===== src/rtl/dbg_entry_pkg.sv =====
package dbg_entry_pkg;

  typedef enum logic [2:0] {
    CAUSE_NONE    = 3'd0,
    CAUSE_EBREAK  = 3'd1,
    CAUSE_TRIGGER = 3'd2,
    CAUSE_HALTREQ = 3'd3
  } dbg_cause_e;

  typedef enum logic [2:0] {
    ACT_NONE,
    ACT_ENTER,
    ACT_TRAP,
    ACT_RESTART,
    ACT_DEXC,
    ACT_RESUME
  } dbg_action_e;

endpackage


===== src/rtl/dbg_entry_arbiter.sv =====
module dbg_entry_arbiter
  import dbg_entry_pkg::*;
#(
  parameter int XLEN = 32
) (
  input  logic            dbg_mode,
  input  logic            ebreakm,
  input  logic            halt_req,
  input  logic            trig_hit,
  input  logic            dec_valid,
  input  logic            dec_ebreak,
  input  logic            dec_exc,
  input  logic            dec_xret,
  input  logic            dec_dret,
  input  logic [XLEN-1:0] halt_addr,
  input  logic [XLEN-1:0] exc_addr,
  input  logic [XLEN-1:0] mtvec,
  input  logic [XLEN-1:0] dpc,
  output dbg_action_e     action,
  output dbg_cause_e      cause,
  output logic [XLEN-1:0] target
);

  localparam logic [XLEN-1:0] WORD_MASK = ~XLEN'(3);

  // decision: entry causes ranked trigger > ebreak > halt request > trap
  always_comb begin
    action = ACT_NONE;
    cause  = CAUSE_NONE;
    if (!dbg_mode) begin
      if (dec_valid && trig_hit) begin
        action = ACT_ENTER;
        cause  = CAUSE_TRIGGER;
      end else if (dec_valid && dec_ebreak && ebreakm) begin
        action = ACT_ENTER;
        cause  = CAUSE_EBREAK;
      end else if (halt_req) begin
        action = ACT_ENTER;
        cause  = CAUSE_HALTREQ;
      end else if (dec_valid && dec_ebreak) begin
        action = ACT_TRAP;
      end
    end else if (dec_valid) begin
      if (dec_exc || dec_xret) action = ACT_DEXC;
      else if (dec_ebreak)     action = ACT_RESTART;
      else if (dec_dret)       action = ACT_RESUME;
    end
  end

  always_comb begin
    unique case (action)
      ACT_ENTER, ACT_RESTART: target = halt_addr & WORD_MASK;
      ACT_DEXC:               target = exc_addr & WORD_MASK;
      ACT_TRAP:               target = mtvec & WORD_MASK;
      ACT_RESUME:             target = dpc;
      default:                target = '0;
    endcase
  end

endmodule


===== src/rtl/dbg_mode_flag.sv =====
module dbg_mode_flag (
  input  logic clk,
  input  logic rst_n,
  input  logic set_i,
  input  logic clr_i,
  output logic mode_o
);

  logic mode_d, mode_q;

  always_comb begin
    mode_d = mode_q;
    if (set_i)      mode_d = 1'b1;
    else if (clr_i) mode_d = 1'b0;
  end

  always_ff @(posedge clk or negedge rst_n) begin
    if (!rst_n) mode_q <= 1'b0;
    else        mode_q <= mode_d;
  end

  assign mode_o = mode_q;

endmodule


===== src/rtl/dbg_csr_file.sv =====
module dbg_csr_file
  import dbg_entry_pkg::*;
#(
  parameter int          XLEN       = 32,
  parameter int          N_SCRATCH  = 2,
  parameter logic [11:0] ADDR_CTRL  = 12'h7B0,
  parameter logic [11:0] ADDR_DPC   = 12'h7B1,
  parameter logic [11:0] ADDR_SCR0  = 12'h7B2,
  parameter logic [3:0]  DBG_VER    = 4'd4
) (
  input  logic            clk,
  input  logic            rst_n,
  input  logic            dbg_mode,
  input  logic            hw_we,
  input  dbg_cause_e      hw_cause,
  input  logic [XLEN-1:0] hw_pc,
  input  logic            csr_req,
  input  logic            csr_we,
  input  logic [11:0]     csr_addr,
  input  logic [XLEN-1:0] csr_wdata,
  output logic [XLEN-1:0] csr_rdata,
  output logic            csr_illegal,
  output logic            ebreakm,
  output logic [XLEN-1:0] dpc
);

  localparam logic [XLEN-1:0] HALF_MASK = ~XLEN'(1);
  localparam int              EBM_BIT   = 15;

  logic sel_ctrl, sel_dpc, hit, sw_wr;
  logic [N_SCRATCH-1:0] sel_scr;

  always_comb begin
    sel_ctrl = (csr_addr == ADDR_CTRL);
    sel_dpc  = (csr_addr == ADDR_DPC);
    hit      = sel_ctrl | sel_dpc | (|sel_scr);
  end

  assign csr_illegal = csr_req & hit & ~dbg_mode;
  assign sw_wr       = csr_req & csr_we & dbg_mode;

  // control/status: only ebreakm is writable, cause is set by hardware
  logic       ebm_d, ebm_q;
  dbg_cause_e cause_d, cause_q;
  logic [XLEN-1:0] dpc_d, dpc_q;

  always_comb begin
    ebm_d   = ebm_q;
    cause_d = cause_q;
    dpc_d   = dpc_q;
    if (sw_wr && sel_ctrl) ebm_d = csr_wdata[EBM_BIT];
    if (hw_we) begin
      cause_d = hw_cause;
      dpc_d   = hw_pc & HALF_MASK;
    end else if (sw_wr && sel_dpc) begin
      dpc_d   = csr_wdata & HALF_MASK;
    end
  end

  always_ff @(posedge clk or negedge rst_n) begin
    if (!rst_n) begin
      ebm_q   <= 1'b0;
      cause_q <= CAUSE_NONE;
      dpc_q   <= '0;
    end else begin
      ebm_q   <= ebm_d;
      cause_q <= cause_d;
      dpc_q   <= dpc_d;
    end
  end

  // scratch registers, one per generate slot
  logic [XLEN-1:0] scr_q [N_SCRATCH];

  for (genvar g = 0; g < N_SCRATCH; g++) begin : g_scr
    logic [XLEN-1:0] scr_d;
    assign sel_scr[g] = (csr_addr == ADDR_SCR0 + 12'(g));
    always_comb begin
      scr_d = scr_q[g];
      if (sw_wr && sel_scr[g]) scr_d = csr_wdata;
    end
    always_ff @(posedge clk or negedge rst_n) begin
      if (!rst_n) scr_q[g] <= '0;
      else        scr_q[g] <= scr_d;
    end
  end

  logic [31:0] ctrl_word;
  assign ctrl_word = {DBG_VER, 12'h0, ebm_q, 6'h0, cause_q, 4'h0, 2'b11};

  always_comb begin
    csr_rdata = '0;
    if (csr_req && dbg_mode) begin
      if (sel_ctrl) csr_rdata = XLEN'(ctrl_word);
      if (sel_dpc)  csr_rdata = dpc_q;
      for (int i = 0; i < N_SCRATCH; i++)
        if (sel_scr[i]) csr_rdata = scr_q[i];
    end
  end

  assign ebreakm = ebm_q;
  assign dpc     = dpc_q;

endmodule


===== src/rtl/dbg_entry_ctrl.sv =====
module dbg_entry_ctrl
  import dbg_entry_pkg::*;
#(
  parameter int XLEN      = 32,
  parameter int N_SCRATCH = 2
) (
  input  logic            clk,
  input  logic            rst_n,
  input  logic            halt_req_i,
  input  logic            trig_hit_i,
  input  logic            dec_valid_i,
  input  logic            dec_ebreak_i,
  input  logic            dec_exc_i,
  input  logic            dec_mret_i,
  input  logic            dec_uret_i,
  input  logic            dec_dret_i,
  input  logic [XLEN-1:0] dec_pc_i,
  input  logic [XLEN-1:0] halt_addr_i,
  input  logic [XLEN-1:0] exc_addr_i,
  input  logic [XLEN-1:0] mtvec_i,
  input  logic            csr_req_i,
  input  logic            csr_we_i,
  input  logic [11:0]     csr_addr_i,
  input  logic [XLEN-1:0] csr_wdata_i,
  output logic [XLEN-1:0] csr_rdata_o,
  output logic            csr_illegal_o,
  output logic            redirect_o,
  output logic [XLEN-1:0] redirect_pc_o,
  output logic            kill_dec_o,
  output logic            dpc_we_o,
  output logic            dcause_we_o,
  output logic [2:0]      dcause_o,
  output logic            mepc_we_o,
  output logic            mcause_we_o,
  output logic            dbg_mode_o,
  output logic            ebreakm_o
);

  dbg_action_e     action;
  dbg_cause_e      cause;
  logic [XLEN-1:0] dpc;
  logic            dbg_mode, ebreakm, enter;

  dbg_entry_arbiter #(.XLEN(XLEN)) u_arb (
    .dbg_mode   (dbg_mode),
    .ebreakm    (ebreakm),
    .halt_req   (halt_req_i),
    .trig_hit   (trig_hit_i),
    .dec_valid  (dec_valid_i),
    .dec_ebreak (dec_ebreak_i),
    .dec_exc    (dec_exc_i),
    .dec_xret   (dec_mret_i | dec_uret_i),
    .dec_dret   (dec_dret_i),
    .halt_addr  (halt_addr_i),
    .exc_addr   (exc_addr_i),
    .mtvec      (mtvec_i),
    .dpc        (dpc),
    .action     (action),
    .cause      (cause),
    .target     (redirect_pc_o)
  );

  assign enter = (action == ACT_ENTER);

  dbg_mode_flag u_flag (
    .clk    (clk),
    .rst_n  (rst_n),
    .set_i  (enter),
    .clr_i  (action == ACT_RESUME),
    .mode_o (dbg_mode)
  );

  dbg_csr_file #(.XLEN(XLEN), .N_SCRATCH(N_SCRATCH)) u_csr (
    .clk         (clk),
    .rst_n       (rst_n),
    .dbg_mode    (dbg_mode),
    .hw_we       (enter),
    .hw_cause    (cause),
    .hw_pc       (dec_pc_i),
    .csr_req     (csr_req_i),
    .csr_we      (csr_we_i),
    .csr_addr    (csr_addr_i),
    .csr_wdata   (csr_wdata_i),
    .csr_rdata   (csr_rdata_o),
    .csr_illegal (csr_illegal_o),
    .ebreakm     (ebreakm),
    .dpc         (dpc)
  );

  assign redirect_o  = (action != ACT_NONE);
  assign kill_dec_o  = enter;
  assign dpc_we_o    = enter;
  assign dcause_we_o = enter;
  assign dcause_o    = cause;
  assign mepc_we_o   = (action == ACT_TRAP);
  assign mcause_we_o = (action == ACT_TRAP);
  assign dbg_mode_o  = dbg_mode;
  assign ebreakm_o   = ebreakm;

endmodule


===== config.mk =====
export PLATFORM = sky130hd
export DESIGN_NAME = dbg_entry_ctrl
export DESIGN_NICKNAME = d
export VERILOG_FILES = /design/src/rtl/dbg_entry_pkg.sv /design/src/rtl/dbg_entry_arbiter.sv /design/src/rtl/dbg_mode_flag.sv /design/src/rtl/dbg_csr_file.sv /design/src/rtl/dbg_entry_ctrl.sv
export SDC_FILE = /design/constraint.sdc
export NUM_CORES = 1
export LEC_CHECK = 0
export BUFFER_PORTS_ARGS = -buffer_cell sky130_fd_sc_hd__clkbuf_2
export CORE_ASPECT_RATIO = 1.5
export CORE_MARGIN = 2
export CORE_UTILIZATION = 48
export DETAILED_ROUTE_END_ITERATION = 6
export PLACE_DENSITY = 0.84
export SETUP_SLACK_MARGIN = 0.2
export SKIP_LAST_GASP = 1
export SLEW_MARGIN = 20
export SYNTH_ARGS = -nofsm -noshare
export SYNTH_HDL_FRONTEND = slang
export SYNTH_SLANG_ARGS = --single-unit
export TNS_END_PERCENT = 5

===== constraint.sdc =====
create_clock -name clk -period 4.3 [get_ports clk]
set_input_delay 1.29 -clock clk [delete_from_list [all_inputs] [get_ports clk]]
set_output_delay 1.29 -clock clk [all_outputs]
set_load 0.005 [all_outputs]

---- Word-level counts from Yosys, hierarchy flattened ----
Cells that the tools add are included.
operators by class
  reduce and logical (&&, ||, !) cells .... 14
  equal/unequal tests ..................... 9
  bitwise operators ....................... 8
  muxes and demuxes ....................... 23
operator list
  operator                                                                 number
  32-bit 2-to-1 mux                                                        6
  32-bit one-hot mux with 4 select lines                                   1
  12-bit by 11-bit equality test with 1-bit output, second input constant  4
  3-bit 2-to-1 mux                                                         11
  31-bit 2-to-1 mux                                                        1
  1-bit logical AND                                                        8
  3-bit by 2-bit equality test with 1-bit output, second input constant    2
  3-bit equality test, second input constant                               2
  1-bit bitwise AND                                                        4
  2-bit 2-to-1 mux                                                         2
  2-bit nonzero test                                                       2
  2-bit OR reduction                                                       2
  3-bit by 1-bit equality test with 1-bit output, second input constant    1
  1-bit bitwise OR                                                         3
  3-bit nonzero test                                                       1
  1-bit 2-to-1 mux                                                         2
  1-bit logical OR                                                         1
  1-bit inverter                                                           1
word-level totals
  input port bits ......................... 184
  register bits after elaboration ......... 101

---- Depth between registers and ports, before layout ----
Gate-level depths: netlist of run 1.
  word-level depth ........................ 9
  gate-level depth with buffers ........... 7
  depth with buffers taken out ............ 5

---- By module ----
From an unflattened synthesis of run 1, not the netlist that was laid out.
second synthesis, totals
  cell total of the unflattened synthesis .. 511
  area total of the unflattened synthesis .. 6219.7 sq um
modules (own cells, without submodules)
  module             cells an instance  seq. area each (sq um)  area each (sq um)  times used
  dbg_csr_file       402                2477.4                  5318.9             1
  dbg_entry_arbiter  98                 0.0                     804.5              1
  dbg_entry_ctrl     8                  0.0                     60.1               1
  dbg_mode_flag      3                  25.0                    36.3               1

---- Worst setup path after synthesis of run 1 ----
No wires, ideal clock.
  path kind ............................... input -> output
  from .................................... input port csr_addr_i[6]
  to ...................................... output port csr_rdata_o[10]
  required time ........................... 3.010 ns
  cell stages on the path ................. 6
  slack ................................... 0.411 ns
  data arrival time ....................... 2.599 ns
  cells stage by stage .................... and4b_1 nand2_2 or3_1 buf_2 buf_6 nor4_2
between the ends
  longest elaborated chain between the ends .. 5
  elaborated cells between the ends (all ways) .. 7
  those cells by class .................... 3 x eq/ne; 4 x mux
ends and longest elaborated chain
  item                                              RTL line              text
  start: declaration                                dbg_entry_ctrl.sv:23  input logic [11:0] csr_addr_i,
  12-bit by 11-bit equality test with 1-bit output  dbg_csr_file.sv:35    sel_dpc = (csr_addr == ADDR_DPC);
  32-bit 2-to-1 mux                                 dbg_csr_file.sv:95    if (sel_dpc) csr_rdata = dpc_q;
  32-bit 2-to-1 mux                                 dbg_csr_file.sv:97    if (sel_scr[i]) csr_rdata = scr_q[i];
  32-bit 2-to-1 mux *                               dbg_csr_file.sv:97
  32-bit 2-to-1 mux *                               dbg_csr_file.sv:93    if (csr_req && dbg_mode) begin
  end: declaration                                  dbg_entry_ctrl.sv:25  output logic [XLEN-1:0] csr_rdata_o,
Mark *: on every way between the ends. The rest lies on a longest branch, timed or not.

---- Final worst setup path of run 1 ----
  from .................................... input port csr_addr_i[11]
  to ...................................... output port csr_rdata_o[17]
Same word-level chain as after synthesis.

==> out/metrics.cfg, run 1 <==
[global_route]
antenna_found_initial = 0
grt_max_degree = 72
grt-ovfl-total = 0
grt_pass1_vias = 5822
grt.total_usage = 0.2873
grt_pass1_wl_mm = 28.40

[yosys]
synth_cell_type_count = 42
synth_compound_area_frac = 0.1808
synth_xor_area_frac = 0
syn_area_sq_um = 5639
yosys-top-cells-area = dfrtp_1 44%, mux2_2 13%, nor4_2 5.5%
yosysMostFrequentCell = dfrtp_1
synth_top_area_frac = 0.4393
async_flop_share = 1.000
ys_seq_area_frac = 0.4393
synth_top_family_by_area = compound AO/OA/AOI/OAI gates
post_synth_mux_area_share = 0.1436
synth-edff-count = 0
syn_inst = 543
synthTopCellsByCount = 99 x dfrtp_1, 66 x mux2_2, 61 x nor2_1
yosysWarnings = 0
ys_ff_latch = 99
synth_ff_type = dfrtp_1
synth-simple-area-share = 0.1664
yosysTopAreaCell = dfrtp_1
syn_avg_cell_area_sq_um = 10.39
synthAdderAreaFrac = 0

[setup_path]
cp-end-kind = output pin
start_kind = input port
path_class = in2out
crit_path_max_fanout = 8
crit_arrival_ns = 2.80
crit_required_ns = 3.01

[floorplanning]
core_sq_um = 11470
die_h_um = 136.8
row_count = 48
start_util = 0.4916
dieWidth_um = 92.50
ioPinCount = 260
die-area_sq_um = 12650

[detailed_routing]
first_iter_violations = 437
vias = 5738
dr.pass1.iters = 7
ant_nets = 0
routed_wl_mm = 19.35
wl_per_cell_um = 20.49
drc = 5
vias_per_cell = 6.078

[placement]
gp_congestion = 0.8956
dpl_cell_area_sq_um = 7097
portBuffers = 250
dp_hpwl_mm = 13.33

[sta]
final_hold_viol_count = 0
setup_violations = 0
finalCritPeriodShare = 0.9511
setup_tns_ns = 0
slew-limit-headroom = 0.3929
rsz0062_at_grt = true
tightest_slew_ns = 0.9107
finalClockSkew_ns = 0.005704
slew_viol_final = 0
fmax_mhz = 244.5
min_period_ns = 4.090

[final_layout]
n_fill_cell = 898
area_growth_pct = 35.30
final_area_sq_um = 7630
diodes = 0
nets = 974
drive_above_1_share = 0.5139

[power]
p_leak_nw = 3.999
power.density_nw_per_um2 = 374.5
ir_worst_vdd_v = 0.0002533
power_w = 0.002857

[cts]
clkTransAtPathRegs_ns = 0.07
cts-root-buf = clkbuf_16
h-tree-depth = 3
clock_latency_ns = 0.34
hold_buffers = 0
cts_buffers = 9
clock-sinks = 99
cts_tree = built
clk_path_buf_depth = 2

[status]
violations = design-rule violations
status = complete, but fails checks

[run]
maxCapViolCount = 0

[min_path]
min-delay-path-class = reg2reg

[final timing paths]
kind / start / to / slack, ns / cells after the start
worst max-delay path: csr_addr_i[11] / csr_rdata_o[17] / 0.21 / 7
worst min-delay path: u_csr.scr_q[58] / u_csr.scr_q[58] / 0.49 / 1
worst max register to register: u_flag.mode_o / u_csr.dpc[18] / 2.21 / 4
worst min register to register: u_csr.scr_q[58] / u_csr.scr_q[58] / 0.49 / 1
max in group asynchronous: rst_n / u_csr.scr_q[29] / 2.28 / 2
min in group asynchronous: rst_n / u_csr.scr_q[41] / 1.07 / 1
[flip-flops by register name, indices dropped and copies added, names as in the netlist]
name	flops
u_csr.scr_q	64
u_csr.cause_q	2
u_flag.mode_o	1
u_csr.dpc	31
u_csr.ebreakm	1
[through the flow]
stage | hold WS, ns | setup WS, ns | instances | util
2_1_floorplan | 0.4458 | 0.4111 | 544 | -
3_3_place_gp | 0.4612 | 0.008372 | 920 | 0.6187
3_5_place_dp | 0.4675 | 0.01541 | 920 | 0.6187
4_1_cts | 0.4820 | 0.1793 | 935 | 0.6452
5_1_grt | 0.4997 | 0.1652 | 944 | 0.6651
6_report | 0.4915 | 0.2102 | 944 | 0.6651
[cell families after synthesis]
logic type	after synthesis
AOI/OAI and AO/OA	135
other	1
buffers and inverters	88
DFF	99
muxes	72
and+or+nand+nor	148
[worst max-delay path, cell delays in order]
cell	delay, ns
clkbuf_2	0.09
and4b_1	0.28
nand2_2	0.06
or3_4	0.40
buf_6	0.19
nor4_2	0.30
clkbuf_2	0.18
[timing repair]
item                                    CTS  global route
buffers inserted                          0             5
gates cloned                              0             4
endpoints found under the hold margin     0             0
endpoints found under the setup margin   32            55
resized for setup                         5            29
pin swaps                                 0             5
[power by group]
part / internal (W) / switching (W) / leakage [nW]
combinational: 0.000427 / 0.000434 / 2.53
sequential: 0.00108 / 0.000157 / 1.33
clock: 0.000420 / 0.000339 / 0.137
total: 0.00193 / 0.000929 / 4.00
[metal layers]
layer	track usage	vias up	wire (um)
met5	0	-	0
met4	0.1459	0	761
met3	0.02974	68	1259
met2	0.5235	344	10300
met1	0.3321	2813	7030
li1	-	2513	-
[final cells by class]
class                   count  area (sq um)  area share
repair buffers            288          1618      0.2120
multi-input cells         357          2937      0.3849
clock buffers              11         252.7     0.03313
well taps                 150         187.7     0.02460
clock inverters             4         26.28    0.003444
flip-flops and latches     99          2477      0.3247
inverters                  35         131.4     0.01722
[cells in the final DEF (no fill, tap or decap), types with 3 or more instances in the layout]
cell type | netlist | routed
buf_6 | 3 | 7
a21o_1 | 3 | 3
o21ai_0 | 32 | 32
mux2_2 | 66 | 66
buf_4 | 6 | 27
o22ai_1 | 3 | 3
nand4_1 | 3 | 3
dfrtp_1 | 99 | 99
and2_1 | 33 | 33
nor4_4 | 0 | 9
a221o_1 | 31 | 31
nor2_1 | 61 | 60
nor3_4 | 0 | 3
nand2_1 | 3 | 3
clkbuf_16 | 0 | 10
inv_1 | 35 | 34
buf_12 | 0 | 3
a222oi_1 | 30 | 30
mux2_1 | 5 | 5
nor4_2 | 25 | 18
buf_2 | 12 | 5
clkbuf_2 | 0 | 245
a21oi_1 | 29 | 29
Note: power is estimated with default switching activity, not from simulation.
==> run 2, diff against run 1 <==
--- a/config.mk
+++ b/config.mk
@@ -5,10 +5,11 @@
 export SDC_FILE = /design/constraint.sdc
 export NUM_CORES = 1
 export LEC_CHECK = 0
+export ABC_AREA = 1
 export BUFFER_PORTS_ARGS = -buffer_cell sky130_fd_sc_hd__clkbuf_2
 export CORE_ASPECT_RATIO = 1.5
 export CORE_MARGIN = 2
-export CORE_UTILIZATION = 48
+export CORE_UTILIZATION = 49
 export DETAILED_ROUTE_END_ITERATION = 6
 export PLACE_DENSITY = 0.84
 export SETUP_SLACK_MARGIN = 0.2
==> run 2 against run 1 <==
Net effect: the flow now finishes without violations; via count grew 22%; combinational power grew 25%; highest routed layer unchanged; die area grew 7.1%.
==> out/metrics.cfg, run 2 <==
[placement]
dp_hpwl_mm = 14.97
preCtsSetupSlack_ns = 0.3189
gp_congestion = 0.8967
dpl_cell_area_sq_um = 7602
portBuffers = 250

[cts]
clkTransAtPathRegs_ns = 0.07
clock-sinks = 99
cts-root-buf = clkbuf_16
clk_path_buf_depth = 2
clock_latency_ns = 0.34
h-tree-depth = 3
cts_resized = 0
cts_buffers = 9
cts_setup_buffers = 0
hold_buffers = 0
cts_tree = built

[sta]
rsz0062_at_grt = true
setup_tns_ns = 0
fmax_mhz = 249.2
slew_viol_final = 0
final_hold_viol_count = 0
slew-limit-headroom = 0.3209
finalCritPeriodShare = 0.9331
min_period_ns = 4.012
fin_ws_ns = 0.2877
tightest_slew_ns = 1.015
setup_violations = 0
finalClockSkew_ns = 0.005121

[yosys]
synth-simple-area-share = 0.3123
ys_seq_area_frac = 0.4010
synth_compound_area_frac = 0.1891
synthAdderAreaFrac = 0
synth_ff_type = dfrtp_1
synthTopCellsByCount = 194 x nand2_1, 122 x nand3_1, 99 x dfrtp_1
yosysWarnings = 0
yosys-top-cells-area = dfrtp_1 40%, nand2_1 12%, nand3_1 9.9%
syn_area_sq_um = 6178
yosysTopAreaCell = dfrtp_1
syn_inst = 879
yosysMostFrequentCell = nand2_1
synth_top_family_by_area = simple AND/OR/NAND/NOR gates
synth_top_area_frac = 0.4010
ys_ff_latch = 99
synth_xor_area_frac = 0
synth_cell_type_count = 28
async_flop_share = 1.000
synth-edff-count = 0
post_synth_mux_area_share = 0
syn_avg_cell_area_sq_um = 7.029

[setup_path]
r2r_setup_slack_ns = 1.56
start_kind = input port
crit_path_max_fanout = 33
cp-end-kind = output pin
r2r-start = u_flag.mode_o
crit_start = csr_addr_i[11]
r2r_cells = 9
worst_r2r_endpoint = u_csr.scr_q[59]
crit_arrival_ns = 2.72
path_class = in2out
crit_required_ns = 3.01

[global_route]
grt_pass1_wl_mm = 31.46
antenna_found_initial = 0
grt_pass1_vias = 6426
grt-ovfl-total = 0
busiest_layer = met2
grt.met1_usage = 0.3650
grt.total_usage = 0.2980
gr-usage-met2 = 0.5109
grt_max_degree = 84
met3_usage = 0.05364

[floorplanning]
row_count = 50
core_sq_um = 12390
die-area_sq_um = 13540
dieWidth_um = 95.69
ioPinCount = 260
start_util = 0.4988
die_h_um = 141.5

[final_layout]
largest_reg_flops = 64
mostFrequentLayoutCell = clkbuf_2
diodes = 0
drive_above_1_share = 0.2851
top_register = u_csr.scr_q
layout_common_cells = 249 x clkbuf_2, 194 x nand2_1, 122 x nand3_1
nets = 1284
area_growth_pct = 28.72
final_area_sq_um = 7953

[run]
maxCapViolCount = 0

[detailed_routing]
wl_per_cell_um = 16.16
vias = 7007
ant_nets = 0
drc = 0
dr.pass1.iters = 5
first_iter_violations = 713
routed_wl_mm = 20.38
vias_per_cell = 5.557

[power]
p_leak_nw = 4.331
ir_worst_vdd_v = 0.0002633
power.density_nw_per_um2 = 411.3

[min_path]
hp-start = u_csr.scr_q[42]
min-delay-path-class = reg2reg
holdPathStages = 2
hold_end = u_csr.scr_q[42]

[status]
status = finished, final reports clean

[run 2: cell types whose count changed after synthesis, moves of 30 or more]
cell and change:
a221o_1 -31, a222oi_1 -30, and2_1 -33, nand3_1 +121
a21oi_1 +50, inv_1 +33, nand2_1 +191, mux2_2 -66
[run 2: area by class of cell]
class	instances	area [sq um]
sequential	99	2477
clock inverter	5	100.1
timing repair buffer	279	1541
clock buffer	11	242.7
fill	1135	4434
multi-input combinational	638	3122
tap	156	195.2
inverter	73	274.0
[run 2: where the power goes]
part           leakage [nW]  total [W]  switching, W  internal (W)
sequential             1.29    0.00127      0.000178       0.00109
clock                 0.169   0.000927      0.000344      0.000583
combinational          2.87    0.00108      0.000658      0.000420
total                  4.33    0.00327       0.00118       0.00209
[run 2: worst max path at each step]
stage | to | slack [ns]
finish | csr_rdata_o[30] | 0.29
global route | csr_rdata_o[30] | 0.15
CTS | csr_rdata_o[30] | 0.31
detailed placement | csr_rdata_o[30] | 0.32
global placement | csr_rdata_o[30] | 0.33
floorplan | csr_rdata_o[15] | 0.68
[run 2: routing by layer]
layer	vias to the layer above	wire, um
met3	50	1707
met4	0	635
met5	-	0
met1	3214	7879
li1	3387	-
met2	356	10160
[run 2: logic make-up (layout without fill, tap and decap cells)]
kind of cell	count (synthesis)	count (layout)
and+or+nand+nor	434	434
AOI/OAI and AO/OA	202	202
buffers and inverters	143	368
DFF	99	99
other	1	2
[run 2: per-stage QoR]
step | hold slack (ns) | util | power (W) | std cells
after floorplan | 0.4422 | - | 0.001846 | 880
after global placement | 0.4539 | 0.6137 | 0.002315 | 1245
after detailed placement | 0.4596 | 0.6137 | 0.002344 | 1245
after CTS | 0.4756 | 0.6414 | 0.003261 | 1261
after global routing | 0.5022 | 0.6420 | 0.003461 | 1261
final | 0.4750 | 0.6420 | 0.003271 | 1261
[run 2: critical path: stages]
cell and delay [ns]:
clkbuf_2 0.08, inv_1 0.04, nand2_1 0.07, nor2_4 0.22
nand2_2 0.14, inv_2 0.17, buf_12 0.21, o211ai_1 0.10
a21oi_1 0.23, clkbuf_2 0.15
==> run 3, diff against run 2 <==
--- a/config.mk
+++ b/config.mk
@@ -8,10 +8,10 @@
 export ABC_AREA = 1
 export BUFFER_PORTS_ARGS = -buffer_cell sky130_fd_sc_hd__clkbuf_2
 export CORE_ASPECT_RATIO = 1.5
-export CORE_MARGIN = 2
-export CORE_UTILIZATION = 49
+export CORE_MARGIN = 4
+export CORE_UTILIZATION = 52
 export DETAILED_ROUTE_END_ITERATION = 6
-export PLACE_DENSITY = 0.84
+export PLACE_DENSITY = 0.88
 export SETUP_SLACK_MARGIN = 0.2
 export SKIP_LAST_GASP = 1
 export SLEW_MARGIN = 20
==> constraint.sdc (replaced) <==
create_clock -name clk -period 5.1 [get_ports clk]
set_input_delay 1.53 -clock clk [delete_from_list [all_inputs] [get_ports clk]]
set_output_delay 1.53 -clock clk [all_outputs]
set_load 0.005 [all_outputs]
==> run 3 against run 2 <==
Net effect: critical path depth shrank 1; setup slack gained 0.0056 ns; critical path type unchanged; sequential power is 15% lower; via count is 0.91% higher; clock skew barely moved; largest power group unchanged; clock-buffer cell count shrank 1; power down 20%; critical endpoint is now csr_rdata_o[13]; register-to-register slack better by 0.84 ns; sequential share of layout area up 0.48 points; largest cell class unchanged; final cell count fell by 0.79%.
==> out/metrics.cfg, run 3 (synthesis results as in run 2) <==
[final_layout]
nets = 1281
n_fill_cell = 982
area_growth_pct = 26.75
largest_reg_flops = 64
diodes = 0
mostFrequentLayoutCell = clkbuf_2
drive_above_1_share = 0.2825
register_area_sq_um = 2477
layout_common_cells = 249 x clkbuf_2, 194 x nand2_1, 122 x nand3_1
final_area_sq_um = 7831
multiInputGateArea_sq_um = 3122
top_register = u_csr.scr_q

[detailed_routing]
route.met3.wl_mm = 1.664
dr.max_layer_used = met4
drc = 0
wl_met1_mm = 7.710
ant_nets = 0
routed_wl_mm = 20.54
vias = 7071
dr.pass1.iters = 6
first_iter_violations = 670
wl_per_cell_um = 16.42
vias_per_cell = 5.652
routed-wl-met2_mm = 10.32

[placement]
dpl_cell_area_sq_um = 7547
gp_congestion = 0.9346
dp_hpwl_mm = 15.27
portBuffers = 250

[sta]
fmax_mhz = 208.0
tightest_slew_ns = 0.9217
finalClockSkew_ns = 0.005165
rsz0062_at_grt = false
final_hold_viol_count = 0
slew-limit-headroom = 0.3856
finalCritPeriodShare = 0.9425
slew_viol_final = 0
min_period_ns = 4.807
setup_violations = 0
setup_tns_ns = 0

[global_route]
grt.total_usage = 0.2957
grt_pass1_wl_mm = 33.26
grt_max_degree = 73
grt_pass1_vias = 6786
antenna_found_initial = 0
grt-ovfl-total = 0

[min_path]
min-delay-path-class = reg2reg

[setup_path]
cp-end-kind = output pin
crit_arrival_ns = 3.28
start_kind = input port
crit_path_max_fanout = 25
path_class = in2out
crit_required_ns = 3.57

[floorplanning]
die_h_um = 141.5
start_util = 0.5330
ioPinCount = 260
dieWidth_um = 97
die-area_sq_um = 13730
core_sq_um = 11590
row_count = 48

[cts]
cts_setup_buffers = 0
clock-sinks = 99
cts_tree = built
cts_resized = 0
h-tree-depth = 3
clock_latency_ns = 0.34
clkTransAtPathRegs_ns = 0.06
cts_buffers = 9
clk_path_buf_depth = 2
hold_buffers = 0
cts-root-buf = clkbuf_16

[power]
ir_worst_vdd_v = 0.0002298
power.density_nw_per_um2 = 335.6
p_leak_nw = 4.275

[status]
status = finished, final reports clean

[run]
maxCapViolCount = 0

run 3: worst max-delay path, cell delays in order:
cell      delay (ns)
clkbuf_2        0.09
nor2_1          0.21
nand3_1         0.18
nor2_2          0.28
nand2_2         0.30
buf_12          0.26
o21ai_0         0.18
a21oi_1         0.10
clkbuf_2        0.13
run 3: final timing paths:
kind / start / to / slack, ns / cells after the start
worst max-delay path: csr_addr_i[3] / csr_rdata_o[13] / 0.29 / 9
worst min-delay path: u_csr.scr_q[43] / u_csr.scr_q[43] / 0.47 / 2
worst max register to register: u_flag.mode_o / u_csr.scr_q[23] / 2.40 / 8
worst min register to register: u_csr.scr_q[43] / u_csr.scr_q[43] / 0.47 / 2
max in group asynchronous: rst_n / u_csr.scr_q[17] / 2.82 / 2
min in group asynchronous: rst_n / u_csr.dpc[25] / 1.33 / 1
run 3: area by class of cell:
class	count	share of cell area
Sequential cell	99	0.3163
Clock buffer	10	0.02924
Inverter	73	0.03499
Tap cell	150	0.02397
Clock inverter	5	0.007030
Multi-Input combinational cell	638	0.3986
Timing Repair Buffer	276	0.1898
run 3: through the flow:
| stage | setup WS [ns] | utilization | hold WS (ns) | total power (W) | std cells |
|---|---|---|---|---|---|
| 2_1_floorplan | 1.005 | - | 0.4422 | 0.001556 | 880 |
| 3_3_place_gp | 0.4340 | 0.6511 | 0.4535 | 0.001945 | 1236 |
| 3_5_place_dp | 0.4370 | 0.6511 | 0.4595 | 0.001968 | 1236 |
| 4_1_cts | 0.3355 | 0.6756 | 0.4758 | 0.002626 | 1251 |
| 5_1_grt | 0.2062 | 0.6756 | 0.5061 | 0.002790 | 1251 |
| 6_report | 0.2933 | 0.6756 | 0.4736 | 0.002628 | 1251 |
run 3: layer usage:
layer  track usage  up-vias
li1              -     3385
met3       0.05214       63
met1        0.3592     3233
met5             0        -
met2        0.5138      390
met4        0.1309        0
run 3: power breakdown:
part           internal [W]  switching [W]  total, W  leakage [nW]
logic              0.000341       0.000550  0.000891          2.85
registers          0.000917       0.000160   0.00108          1.29
clock network      0.000376       0.000284  0.000660         0.134
total               0.00163       0.000994   0.00263          4.27
